--- config.mk ---
export PLATFORM = sky130hd
export DESIGN_NAME = fetch_group_extractor
export DESIGN_NICKNAME = d
export VERILOG_FILES = /design/src/rtl/fgx_pkg.sv /design/src/rtl/fgx_walker.sv /design/src/rtl/fgx_slot_store.sv /design/src/rtl/fgx_stats.sv /design/src/rtl/fetch_group_extractor.sv
export SDC_FILE = /design/constraint.sdc
export NUM_CORES = 2
export LEC_CHECK = 0
export BUFFER_PORTS_ARGS = -buffer_cell sky130_fd_sc_hd__buf_2
export CAP_MARGIN = 30
export CORE_AREA = 10 10 505 507
export CTS_BUF_LIST = sky130_fd_sc_hd__clkbuf_8
export DETAILED_ROUTE_END_ITERATION = 7
export DIE_AREA = 0 0 515 517
export PLACE_DENSITY = 0.44
export RECOVER_POWER = 25
export SYNTH_ARGS = -nofsm -noshare
export SYNTH_HDL_FRONTEND = slang
export SYNTH_SLANG_ARGS = --single-unit
export TNS_END_PERCENT = 10
--- constraint.sdc ---
create_clock -name clk -period 5.7 [get_ports clk]
set_clock_uncertainty 0.1 [all_clocks]
set_input_delay 0.855 -clock clk [delete_from_list [all_inputs] [get_ports clk]]
set_output_delay 0.855 -clock clk [all_outputs]
set_load 0.05 [all_outputs]
--- src/rtl/fgx_pkg.sv ---
// Package: shared constants and helpers for the fetch group extractor.
// Assumes 32-bit fixed-width instructions.
package fgx_pkg;
    localparam int INSN_W  = 32;
    localparam int INSN_B  = 4;
    localparam int STAT_W  = 16;

    // Control class: the top two opcode bits both set.
    function automatic logic is_ctrl(input logic [INSN_W-1:0] insn);
        return insn[31:30] == 2'b11;
    endfunction
endpackage

--- src/rtl/fgx_walker.sv ---
// Module: fgx_walker
// Sequencer that walks a captured cache line, one instruction per cycle.
// It queries the predictor, stamps sequence numbers and keeps the
// architectural PC pair. Assumes fetch_pc is word aligned and that the
// predictor answers in the same cycle as the query.
module fgx_walker
    import fgx_pkg::*;
#(
    parameter int          ADDR_W    = 32,
    parameter int          SEQ_W     = 16,
    parameter int          FETCH_W   = 4,
    parameter int          BLK_BYTES = 64,
    parameter logic [31:0] RESET_PC  = 32'h0
) (
    input  logic                          clk,
    input  logic                          rst_n,
    input  logic                          fetch_req,
    input  logic [ADDR_W-1:0]             fetch_pc,
    input  logic [BLK_BYTES*8-1:0]        line_data,
    input  logic                          line_fault,
    output logic                          pred_req,
    output logic [ADDR_W-1:0]             pred_pc,
    output logic [INSN_W-1:0]             pred_insn,
    input  logic                          pred_taken,
    input  logic [ADDR_W-1:0]             pred_target,
    output logic                          busy,
    output logic                          clr,
    output logic                          wr_en,
    output logic [$clog2(FETCH_W+1)-1:0]  wr_idx,
    output logic [INSN_W-1:0]             wr_insn,
    output logic [ADDR_W-1:0]             wr_pc,
    output logic [ADDR_W-1:0]             wr_npc,
    output logic [SEQ_W-1:0]              wr_seq,
    output logic                          grp_valid,
    output logic [$clog2(FETCH_W+1)-1:0]  grp_count,
    output logic                          grp_fault,
    output logic [ADDR_W-1:0]             pc_q,
    output logic [ADDR_W-1:0]             npc_q,
    output logic                          taken_ev,
    output logic                          line_ev
);
    localparam int WORDS  = BLK_BYTES / INSN_B;
    localparam int WIDX_W = $clog2(WORDS);
    localparam int OFF_W  = $clog2(BLK_BYTES);
    localparam int CNT_W  = $clog2(FETCH_W+1);

    typedef enum logic [1:0] {ST_IDLE, ST_WALK, ST_DONE} st_t;

    st_t                    state;
    logic [BLK_BYTES*8-1:0] line_q;
    logic [WIDX_W-1:0]      widx;
    logic [CNT_W-1:0]       cnt;
    logic [ADDR_W-1:0]      cur_pc;
    logic [SEQ_W-1:0]       seq_q;
    logic                   fault_q;

    logic [INSN_W-1:0]      word;
    logic                   ctrl;
    logic                   taken;
    logic [ADDR_W-1:0]      nxt;
    logic                   last;
    logic                   start;

    // Current word selection and next-PC choice for this cycle.
    always_comb begin
        start     = (state == ST_IDLE) && fetch_req;
        word      = line_q[widx*INSN_W +: INSN_W];
        ctrl      = is_ctrl(word);
        pred_req  = (state == ST_WALK) && ctrl;
        pred_pc   = cur_pc;
        pred_insn = word;
        taken     = pred_req && pred_taken;
        nxt       = taken ? pred_target : cur_pc + ADDR_W'(INSN_B);
        last      = taken || (cnt == CNT_W'(FETCH_W-1)) ||
                    (widx == WIDX_W'(WORDS-1));
    end

    // Slot write port and event strobes toward storage and statistics.
    always_comb begin
        wr_en     = (state == ST_WALK);
        wr_idx    = cnt;
        wr_insn   = word;
        wr_pc     = cur_pc;
        wr_npc    = nxt;
        wr_seq    = seq_q;
        clr       = start;
        taken_ev  = taken;
        line_ev   = start && !line_fault;
        busy      = (state != ST_IDLE);
        grp_valid = (state == ST_DONE);
        grp_count = cnt;
        grp_fault = fault_q;
    end

    // Sequencer state, walk position and captured line.
    always_ff @(posedge clk) begin
        if (!rst_n) begin
            state   <= ST_IDLE;
            line_q  <= '0;
            widx    <= '0;
            cnt     <= '0;
            cur_pc  <= '0;
            fault_q <= 1'b0;
        end else begin
            case (state)
                ST_IDLE: if (fetch_req) begin
                    line_q  <= line_data;
                    widx    <= fetch_pc[OFF_W-1:2];
                    cnt     <= '0;
                    cur_pc  <= fetch_pc;
                    fault_q <= line_fault;
                    state   <= line_fault ? ST_DONE : ST_WALK;
                end
                ST_WALK: begin
                    cnt    <= cnt + 1'b1;
                    widx   <= widx + 1'b1;
                    cur_pc <= nxt;
                    if (last) state <= ST_DONE;
                end
                default: state <= ST_IDLE;
            endcase
        end
    end

    // Global sequence counter: advances once per extracted instruction.
    always_ff @(posedge clk) begin
        if (!rst_n)     seq_q <= '0;
        else if (wr_en) seq_q <= seq_q + 1'b1;
    end

    // Architectural PC pair, updated only when a fault-free group closes.
    always_ff @(posedge clk) begin
        if (!rst_n) begin
            pc_q  <= ADDR_W'(RESET_PC);
            npc_q <= ADDR_W'(RESET_PC) + ADDR_W'(INSN_B);
        end else if (wr_en && last) begin
            pc_q  <= nxt;
            npc_q <= nxt + ADDR_W'(INSN_B);
        end
    end

    a_r4_count_bound: assert property (@(posedge clk) disable iff (!rst_n)
        (state == ST_WALK) |-> (cnt < CNT_W'(FETCH_W)));
    a_r8_seq_step: assert property (@(posedge clk) disable iff (!rst_n)
        wr_en |=> (seq_q == SEQ_W'($past(seq_q) + 1'b1)));
    a_r6_taken_ends: assert property (@(posedge clk) disable iff (!rst_n)
        (pred_req && pred_taken) |=> grp_valid);
    a_r9_fault_holds_pc: assert property (@(posedge clk) disable iff (!rst_n)
        (grp_valid && grp_fault) |-> ($stable(pc_q) && grp_count == '0));
    a_r12_valid_pulse: assert property (@(posedge clk) disable iff (!rst_n)
        grp_valid |=> !grp_valid);
    a_r9_npc_pair: assert property (@(posedge clk) disable iff (!rst_n)
        grp_valid |-> (npc_q == pc_q + ADDR_W'(INSN_B)));
endmodule

--- src/rtl/fgx_slot_store.sv ---
// Module: fgx_slot_store
// Output slot registers for one fetch group. Cleared when a new group
// starts and written one slot per cycle at the index given by the walker.
module fgx_slot_store
    import fgx_pkg::*;
#(
    parameter int ADDR_W  = 32,
    parameter int SEQ_W   = 16,
    parameter int FETCH_W = 4
) (
    input  logic                          clk,
    input  logic                          rst_n,
    input  logic                          clr,
    input  logic                          wr_en,
    input  logic [$clog2(FETCH_W+1)-1:0]  wr_idx,
    input  logic [INSN_W-1:0]             wr_insn,
    input  logic [ADDR_W-1:0]             wr_pc,
    input  logic [ADDR_W-1:0]             wr_npc,
    input  logic [SEQ_W-1:0]              wr_seq,
    output logic [FETCH_W*INSN_W-1:0]     grp_insn,
    output logic [FETCH_W*ADDR_W-1:0]     grp_pc,
    output logic [FETCH_W*ADDR_W-1:0]     grp_npc,
    output logic [FETCH_W*SEQ_W-1:0]      grp_seq
);
    localparam int CNT_W = $clog2(FETCH_W+1);

    for (genvar i = 0; i < FETCH_W; i++) begin : g_slot
        // One slot: cleared at group start, loaded when its index is written.
        always_ff @(posedge clk) begin
            if (!rst_n || clr) begin
                grp_insn[i*INSN_W +: INSN_W] <= '0;
                grp_pc[i*ADDR_W +: ADDR_W]   <= '0;
                grp_npc[i*ADDR_W +: ADDR_W]  <= '0;
                grp_seq[i*SEQ_W +: SEQ_W]    <= '0;
            end else if (wr_en && wr_idx == CNT_W'(i)) begin
                grp_insn[i*INSN_W +: INSN_W] <= wr_insn;
                grp_pc[i*ADDR_W +: ADDR_W]   <= wr_pc;
                grp_npc[i*ADDR_W +: ADDR_W]  <= wr_npc;
                grp_seq[i*SEQ_W +: SEQ_W]    <= wr_seq;
            end
        end
    end

    a_r4_index_in_range: assert property (@(posedge clk) disable iff (!rst_n)
        wr_en |-> (wr_idx < CNT_W'(FETCH_W)));
endmodule

--- src/rtl/fgx_stats.sv ---
// Module: fgx_stats
// Group-size histogram plus counters of lines read and predicted-taken
// branches. The counters wrap at their width.
module fgx_stats
    import fgx_pkg::*;
#(
    parameter int FETCH_W = 4
) (
    input  logic                          clk,
    input  logic                          rst_n,
    input  logic                          done_ok,
    input  logic [$clog2(FETCH_W+1)-1:0]  done_count,
    input  logic                          taken_ev,
    input  logic                          line_ev,
    output logic [(FETCH_W+1)*STAT_W-1:0] hist_bins,
    output logic [STAT_W-1:0]             taken_total,
    output logic [STAT_W-1:0]             lines_total
);
    localparam int CNT_W = $clog2(FETCH_W+1);

    for (genvar b = 0; b <= FETCH_W; b++) begin : g_bin
        // One histogram bucket per possible group size.
        always_ff @(posedge clk) begin
            if (!rst_n)
                hist_bins[b*STAT_W +: STAT_W] <= '0;
            else if (done_ok && done_count == CNT_W'(b))
                hist_bins[b*STAT_W +: STAT_W] <= hist_bins[b*STAT_W +: STAT_W] + 1'b1;
        end
    end

    // Event counters for taken predictions and successful line reads.
    always_ff @(posedge clk) begin
        if (!rst_n) begin
            taken_total <= '0;
            lines_total <= '0;
        end else begin
            if (taken_ev) taken_total <= taken_total + 1'b1;
            if (line_ev)  lines_total <= lines_total + 1'b1;
        end
    end

    a_r10_line_step: assert property (@(posedge clk) disable iff (!rst_n)
        line_ev |=> (lines_total == STAT_W'($past(lines_total) + 1'b1)));
    a_r10_line_hold: assert property (@(posedge clk) disable iff (!rst_n)
        !line_ev |=> $stable(lines_total));
endmodule

--- src/rtl/fetch_group_extractor.sv ---
// Module: fetch_group_extractor (top)
// Builds a fetch group from one cache line. The line must be presented
// with fetch_req, and the predictor must answer combinationally.
module fetch_group_extractor
    import fgx_pkg::*;
#(
    parameter int          ADDR_W    = 32,
    parameter int          SEQ_W     = 16,
    parameter int          FETCH_W   = 4,
    parameter int          BLK_BYTES = 64,
    parameter logic [31:0] RESET_PC  = 32'h0000_0100
) (
    input  logic                          clk,
    input  logic                          rst_n,
    input  logic                          fetch_req,
    input  logic [ADDR_W-1:0]             fetch_pc,
    input  logic [BLK_BYTES*8-1:0]        line_data,
    input  logic                          line_fault,
    output logic [ADDR_W-1:0]             fetch_line_addr,
    output logic                          pred_req,
    output logic [ADDR_W-1:0]             pred_pc,
    output logic [31:0]                   pred_insn,
    input  logic                          pred_taken,
    input  logic [ADDR_W-1:0]             pred_target,
    output logic                          busy,
    output logic                          grp_valid,
    output logic [$clog2(FETCH_W+1)-1:0]  grp_count,
    output logic                          grp_fault,
    output logic [FETCH_W*32-1:0]         grp_insn,
    output logic [FETCH_W*ADDR_W-1:0]     grp_pc,
    output logic [FETCH_W*ADDR_W-1:0]     grp_npc,
    output logic [FETCH_W*SEQ_W-1:0]      grp_seq,
    output logic [ADDR_W-1:0]             next_pc,
    output logic [ADDR_W-1:0]             next_npc,
    output logic [(FETCH_W+1)*16-1:0]     hist_bins,
    output logic [15:0]                   taken_total,
    output logic [15:0]                   lines_total
);
    localparam int CNT_W = $clog2(FETCH_W+1);
    localparam logic [ADDR_W-1:0] BLK_MASK = ADDR_W'(BLK_BYTES - 1);

    logic                 clr, wr_en, taken_ev, line_ev;
    logic [CNT_W-1:0]     wr_idx;
    logic [INSN_W-1:0]    wr_insn;
    logic [ADDR_W-1:0]    wr_pc, wr_npc;
    logic [SEQ_W-1:0]     wr_seq;

    // Block-aligned cache request address.
    always_comb fetch_line_addr = fetch_pc & ~BLK_MASK;

    fgx_walker #(
        .ADDR_W(ADDR_W), .SEQ_W(SEQ_W), .FETCH_W(FETCH_W),
        .BLK_BYTES(BLK_BYTES), .RESET_PC(RESET_PC)
    ) u_walk (
        .clk(clk), .rst_n(rst_n), .fetch_req(fetch_req), .fetch_pc(fetch_pc),
        .line_data(line_data), .line_fault(line_fault),
        .pred_req(pred_req), .pred_pc(pred_pc), .pred_insn(pred_insn),
        .pred_taken(pred_taken), .pred_target(pred_target),
        .busy(busy), .clr(clr), .wr_en(wr_en), .wr_idx(wr_idx),
        .wr_insn(wr_insn), .wr_pc(wr_pc), .wr_npc(wr_npc), .wr_seq(wr_seq),
        .grp_valid(grp_valid), .grp_count(grp_count), .grp_fault(grp_fault),
        .pc_q(next_pc), .npc_q(next_npc),
        .taken_ev(taken_ev), .line_ev(line_ev)
    );

    fgx_slot_store #(
        .ADDR_W(ADDR_W), .SEQ_W(SEQ_W), .FETCH_W(FETCH_W)
    ) u_slots (
        .clk(clk), .rst_n(rst_n), .clr(clr), .wr_en(wr_en), .wr_idx(wr_idx),
        .wr_insn(wr_insn), .wr_pc(wr_pc), .wr_npc(wr_npc), .wr_seq(wr_seq),
        .grp_insn(grp_insn), .grp_pc(grp_pc), .grp_npc(grp_npc),
        .grp_seq(grp_seq)
    );

    fgx_stats #(
        .FETCH_W(FETCH_W)
    ) u_stats (
        .clk(clk), .rst_n(rst_n),
        .done_ok(grp_valid && !grp_fault), .done_count(grp_count),
        .taken_ev(taken_ev), .line_ev(line_ev),
        .hist_bins(hist_bins), .taken_total(taken_total),
        .lines_total(lines_total)
    );

    a_r1_line_aligned: assert property (@(posedge clk) disable iff (!rst_n)
        (fetch_line_addr & BLK_MASK) == '0);
endmodule

### Word level (Yosys, flattened, before mapping)

Index checks and enable logic that the tools add are counted.

* register bits after elaboration: 1194
* bits of input ports: 581
* output and inout port bits: 727
* logic and storage cells: 94

* add/sub/neg operators: 12
* equal/unequal tests: 10
* shift operators: 1
* muxes and demuxes: 11
* reduce and logical (&&, ||, !) cells: 28

Operators with widths (count)
* indexed part select 512 x 10 -> 32 bit: 1
* adder 16 x 1 -> 16 bit, second input constant: 8
* adder 32 x 3 -> 32 bit, second input constant: 2
* 2-to-1 mux 32 bit: 2
* case mux 32 bit (2 select lines): 1
* logical AND 1 bit: 15
* case mux 4 bit (2 select lines): 1
* equality test 3 x 2 -> 1 bit, second input constant: 2
* 2-to-1 mux 2 bit: 3
* case mux 3 bit (2 select lines): 1
* AND reduction 2 bit: 3
* adder 4 x 1 -> 4 bit, second input constant: 1
* equality test 2 bit, second input constant: 2
* equality test 4 bit, second input constant: 1
* 2-to-1 mux 4 bit: 1
* != test 2 bit, second input constant: 2
* case mux 2 bit (2 select lines): 1
* nonzero test 2 bit: 2
* adder 3 x 1 -> 3 bit, second input constant: 1
* equality test 3 x 1 -> 1 bit, second input constant: 1
* equality test 3 bit, second input constant: 1
* logical NOT 1 bit: 3
* logical NOT 3 bit: 1
* logical OR 1 bit: 3
* 3 further kinds: 3

### Logic depth before layout (Yosys ltp)

* depth in word-level cells: 8
* gate-level depth with buffers: 19

### By module

A second synthesis with hierarchy kept.

* cell total of the unflattened synthesis: 5704
* area, all modules: 52572.9 sq um

By module, submodules not included
* fgx_walker: instances 1, cells an instance 3462, area each 28787.6 sq um, sequential area each 12652.1 sq um
* fgx_slot_store: instances 1, cells an instance 1636, area each 18547.8 sq um, sequential area each 8968.6 sq um
* fgx_stats: instances 1, cells an instance 572, area each 4979.8 sq um, sequential area each 2242.2 sq um
* fetch_group_extractor: instances 1, cells an instance 34, area each 257.7 sq um, sequential area each 0.0 sq um

### Least setup slack after synthesis

No wires, ideal clock.

* kind: register to register
* start point: register u_walk.widx[1]
* end point: register u_walk.npc_q[26]
* data arrival time: 4.288 ns
* required time: 5.526 ns
* path slack: 1.238 ns
* cell stages (with the launch flop): 18
* period minus slack after synthesis: 4.462 ns
* cells stage by stage: dfxtp_1 buf_4 mux4_2 mux2_2 nand3_1 and2_1 buf_2 buf_2 buf_2 o21ai_1 inv_1 ha_1 inv_1 nor4b_1 nand3_1 o22a_1 or4_1 a31oi_1

* elaborated cells on any way between the ends: 10

RTL lines
* from (decl): line fgx_walker.sv:51 `logic [WIDX_W-1:0] widx;`
* from (signal assigned): line fgx_walker.sv:108 `widx <= fetch_pc[OFF_W-1:2];`
* from (signal assigned): line fgx_walker.sv:116 `widx <= widx + 1'b1;`
* indexed part select 512 x 10 -> 32 bit: line fgx_walker.sv:67 `word = line_q[widx*INSN_W +: INSN_W];`
* equality test 2 bit: line fgx_pkg.sv:10 `return insn[31:30] == 2'b11;`
* logical AND 1 bit: line fgx_walker.sv:69 `pred_req = (state == ST_WALK) && ctrl;`
* logical AND 1 bit: line fgx_walker.sv:72 `taken = pred_req && pred_taken;`
* 2-to-1 mux 32 bit: line fgx_walker.sv:73 `nxt = taken ? pred_target : cur_pc + ADDR_W'(INSN_B);`
* net u_slots.wr_npc[2]: line fgx_slot_store.sv:18 `input logic [ADDR_W-1:0] wr_npc,`
* adder 32 x 3 -> 32 bit: line fgx_walker.sv:138 `npc_q <= nxt + ADDR_W'(INSN_B);`
* to (signal assigned): line fgx_walker.sv:135 `npc_q <= ADDR_W'(RESET_PC) + ADDR_W'(INSN_B);`
* to (signal assigned): line fgx_walker.sv:138
* to (decl): line fgx_walker.sv:38 `output logic [ADDR_W-1:0] npc_q,`

The timed path passes the listed nets, and every way through them passes these cells.
A chain may end at the register's enable or synchronous reset.

### Worst setup path after layout

* start point: register u_walk.widx[1]
* end point: output port pred_insn[15]

* cells in the longest elaborated chain, start to end: 1

Ends and longest elaborated chain
* indexed part select 512 x 10 -> 32 bit: line fgx_walker.sv:67
* to (decl): line fetch_group_extractor.sv:22 `output logic [31:0] pred_insn,`

Every way passes these cells.

==> out/results.ini <==
[clock_network]
cts_tree = built
cts_htree_levels = 4
clock_insertion_delay_worst_skew_ns = 0.97
clock_tree.buffer_depth = 3
tritoncts.num_buffers = 221
ctsRootBufferMaster = sky130_fd_sc_hd__clkbuf_8
cts.reportedPaths.clkPinSlew_ns = 0.06
numClockSinks = 1192

[grt]
first_global_vias = 48700
grt_start_max_net_pins = 220
track_usage = 0.210
grt_pass1_wl_um = 398000
overflow = 0
grt_antenna_before_repair = 81

[yosys]
synthesis.yosys.warnings = 0
synth.cell_area_um2 = 48200
synth-async-reset-ratio = 0
ys_ff_latch = 1192
synthesis.instances = 5890
synth_cell_types = 63
syn_area_per_cell_um2 = 8.18
synth-edff-count = 0
synthFlopType = sky130_fd_sc_hd__dfxtp_1
share_of_the_yosys_chip_area_belonging_to_registers = 0.495

[floorplanning]
core_outline_area_um2 = 245000
design.die.area_um2 = 266000
floorplan.die.width_um = 515
die_h_um = 517
ioPinCount = 1308
std_cell_rows = 182
effective_utilization_at_floorplan = 0.197

[cells_and_area]
most-common-layout-cells = sky130_fd_sc_hd__nand2_1, sky130_fd_sc_hd__dfxtp_1, sky130_fd_sc_hd__a21oi_1, sky130_fd_sc_hd__buf_2, sky130_fd_sc_hd__dlygate4sd3_1
nNetsFinal = 8097
finalNonFillerCells = 10900
final_core_util = 0.275
layout-drive-gt1-share = 0.202
design_area_um2 = 67300
synthToLayoutAreaGrowth_pct = 39.6
mostFrequentLayoutCell = sky130_fd_sc_hd__nand2_1

[drt]
via_count = 49800
ant_nets = 0
vias_per_cell = 4.55
drt_iter0_drc = 4117
drt-wirelength-per-cell_um = 27.0
total_wire_length_after_detailed_routing_um = 296000
drcViolationCount = 0
drt-pass1-iter-count = 6

[pwr]
power.density_nw_per_um2 = 314
power_leakage_nw = 25.1
fin_total_pwr_mw = 21.1
vdd_drop_max_mv = 0.199

[timing]
setup_repair_after_global_routing_missed_its_margin = false
setup_violations = 0
timing.final.crit_period_ns = 5.33
tightest_slew_ns = 2.82
hold_violation_total_from_the_final_report = 0
tns_ns = 0
layout_worst_path_cycle_share = 0.936
hold_ws_ns = 0.174
slew-limit-headroom = -0.878
worst_slack_ns = 0.367
timing.final.max_slew_violations = 429
max_freq_mhz = 188

[run]
drv_cap = 6

[worst_setup_path]
crit_path_max_fanout = 42
timing.critical_path.required_ns = 4.74
timing.rr.start = u_walk.widx[1]$_SDFFE_PN0P_
critPathLaunch = u_walk.widx[1]$_SDFFE_PN0P_
cp-start-kind = flip-flop
arr_time_crit_path_ns = 4.38
critical_path_class = reg -> out
timing.critical_path.to_type = output pin

[min_path]
hold_class = in -> reg
hold_path_startpoint = line_data[336]

[place]
dpl_cell_area_um2 = 57900
place_ws_ns = 0.525
numPortBuffers = 1301
dp_hpwl_um = 225000
placed_cells_incl_taps = 10000
place.gp.congestion = 0.876

[run_status]
failing_checks = capacitance limit, slew limit
run_status = finished, violations left

[path summary, 6_finish.rpt]
path	endpoint	slack, ns	depth (start not counted)
worst max-delay path	pred_insn[15]	0.37	5
worst max register to register	u_walk.npc_q[30]$_SDFFE_PN0P_	0.53	14
worst min-delay path	u_walk.line_q[336]$_SDFFE_PN0P_	0.17	3
worst min register to register	u_walk.line_q[158]$_SDFFE_PN0P_	0.35	2
[registers in the layout, indices dropped and copies added, names as in the netlist, 3 cells and up]
register	flops
u_stats.taken_total	16
u_walk.npc_q	32
u_slots.grp_pc	128
u_walk.pred_pc	32
u_walk.widx	4
u_walk.grp_count	3
u_walk.wr_seq	16
u_slots.grp_npc	128
u_slots.grp_seq	64
u_walk.line_q	512
u_walk.pc_q	30
u_stats.lines_total	16
u_slots.grp_insn	128
u_stats.hist_bins	80
[timing repair]
| action | CTS | global route |
|---|---|---|
| buffers inserted | 0 | 0 |
| endpoints found under the hold margin | 487 | 0 |
| setup endpoints to repair | 22 | 0 |
| hold buffers | 487 | 0 |
| gates resized for setup | 2 | 0 |
[metal layers]
metal | up-vias | wire length (µm) | GRT usage
met5 | - | 209 | 0
met2 | 2151 | 149000 | 0.378
met3 | 499 | 20600 | 0.0505
li1 | 22900 | - | -
met4 | 32 | 12100 | 0.0779
met1 | 24200 | 114000 | 0.239
[synthesized netlist by cell type (36+ instances only)]
| cell type | n | area [µm²] |
|---|---|---|
| sky130_fd_sc_hd__xnor2_1 | 68 | 596 |
| sky130_fd_sc_hd__buf_1 | 51 | 191 |
| sky130_fd_sc_hd__xor2_1 | 87 | 762 |
| sky130_fd_sc_hd__a211oi_1 | 38 | 285 |
| sky130_fd_sc_hd__nor2_1 | 220 | 826 |
| sky130_fd_sc_hd__a21oi_1 | 1039 | 5200 |
| sky130_fd_sc_hd__nand3_1 | 75 | 375 |
| sky130_fd_sc_hd__and3_1 | 37 | 231 |
| sky130_fd_sc_hd__mux4_2 | 158 | 3560 |
| sky130_fd_sc_hd__dfxtp_1 | 1192 | 23900 |
| sky130_fd_sc_hd__clkbuf_1 | 405 | 1520 |
| sky130_fd_sc_hd__buf_4 | 36 | 270 |
| sky130_fd_sc_hd__o21ai_0 | 36 | 180 |
| sky130_fd_sc_hd__nand2_1 | 2118 | 7950 |
[cell type report]
| cell class | count | area, µm² |
|---|---|---|
| inverters | 25 | 97.6 |
| repair buffers | 1883 | 11800 |
| diodes | 31 | 77.6 |
| fillers | 26700 | 178000 |
| well taps | 3220 | 4030 |
| multi-input cells | 4177 | 22400 |
| flip-flops and latches | 1192 | 23900 |
| clock inverters | 107 | 867 |
| clock buffers | 295 | 4060 |
[report_power, final]
part	total [mW]	switching (mW)	internal, mW
clock network	9.18	4.11	5.07
registers	8.88	0.261	8.62
logic	3.03	2.04	0.987
[worst max-delay path, cell delays in order (launching register included)]
cell and delay (ns):
sky130_fd_sc_hd__dfxtp_4 0.68, sky130_fd_sc_hd__buf_6 0.50, sky130_fd_sc_hd__buf_4 0.59, sky130_fd_sc_hd__mux4_2 0.48, sky130_fd_sc_hd__mux4_2 0.73, sky130_fd_sc_hd__buf_2 0.32
[cells by family (layout without fill, tap and decap cells)]
logic type / count (synthesis) / after routing / share of synthesized area
fa+ha+maj: 16 / 16 / 0.00416
other cells: 1 / 37 / 0.0000778
compound gates: 1212 / 1212 / 0.133
flops: 1192 / 1192 / 0.495
simple gates: 2607 / 2607 / 0.216
mux: 181 / 181 / 0.0789
xor+xnor: 155 / 155 / 0.0282
buf+inv: 526 / 2310 / 0.0440
No activity file was read; power rests on OpenSTA's default activity.
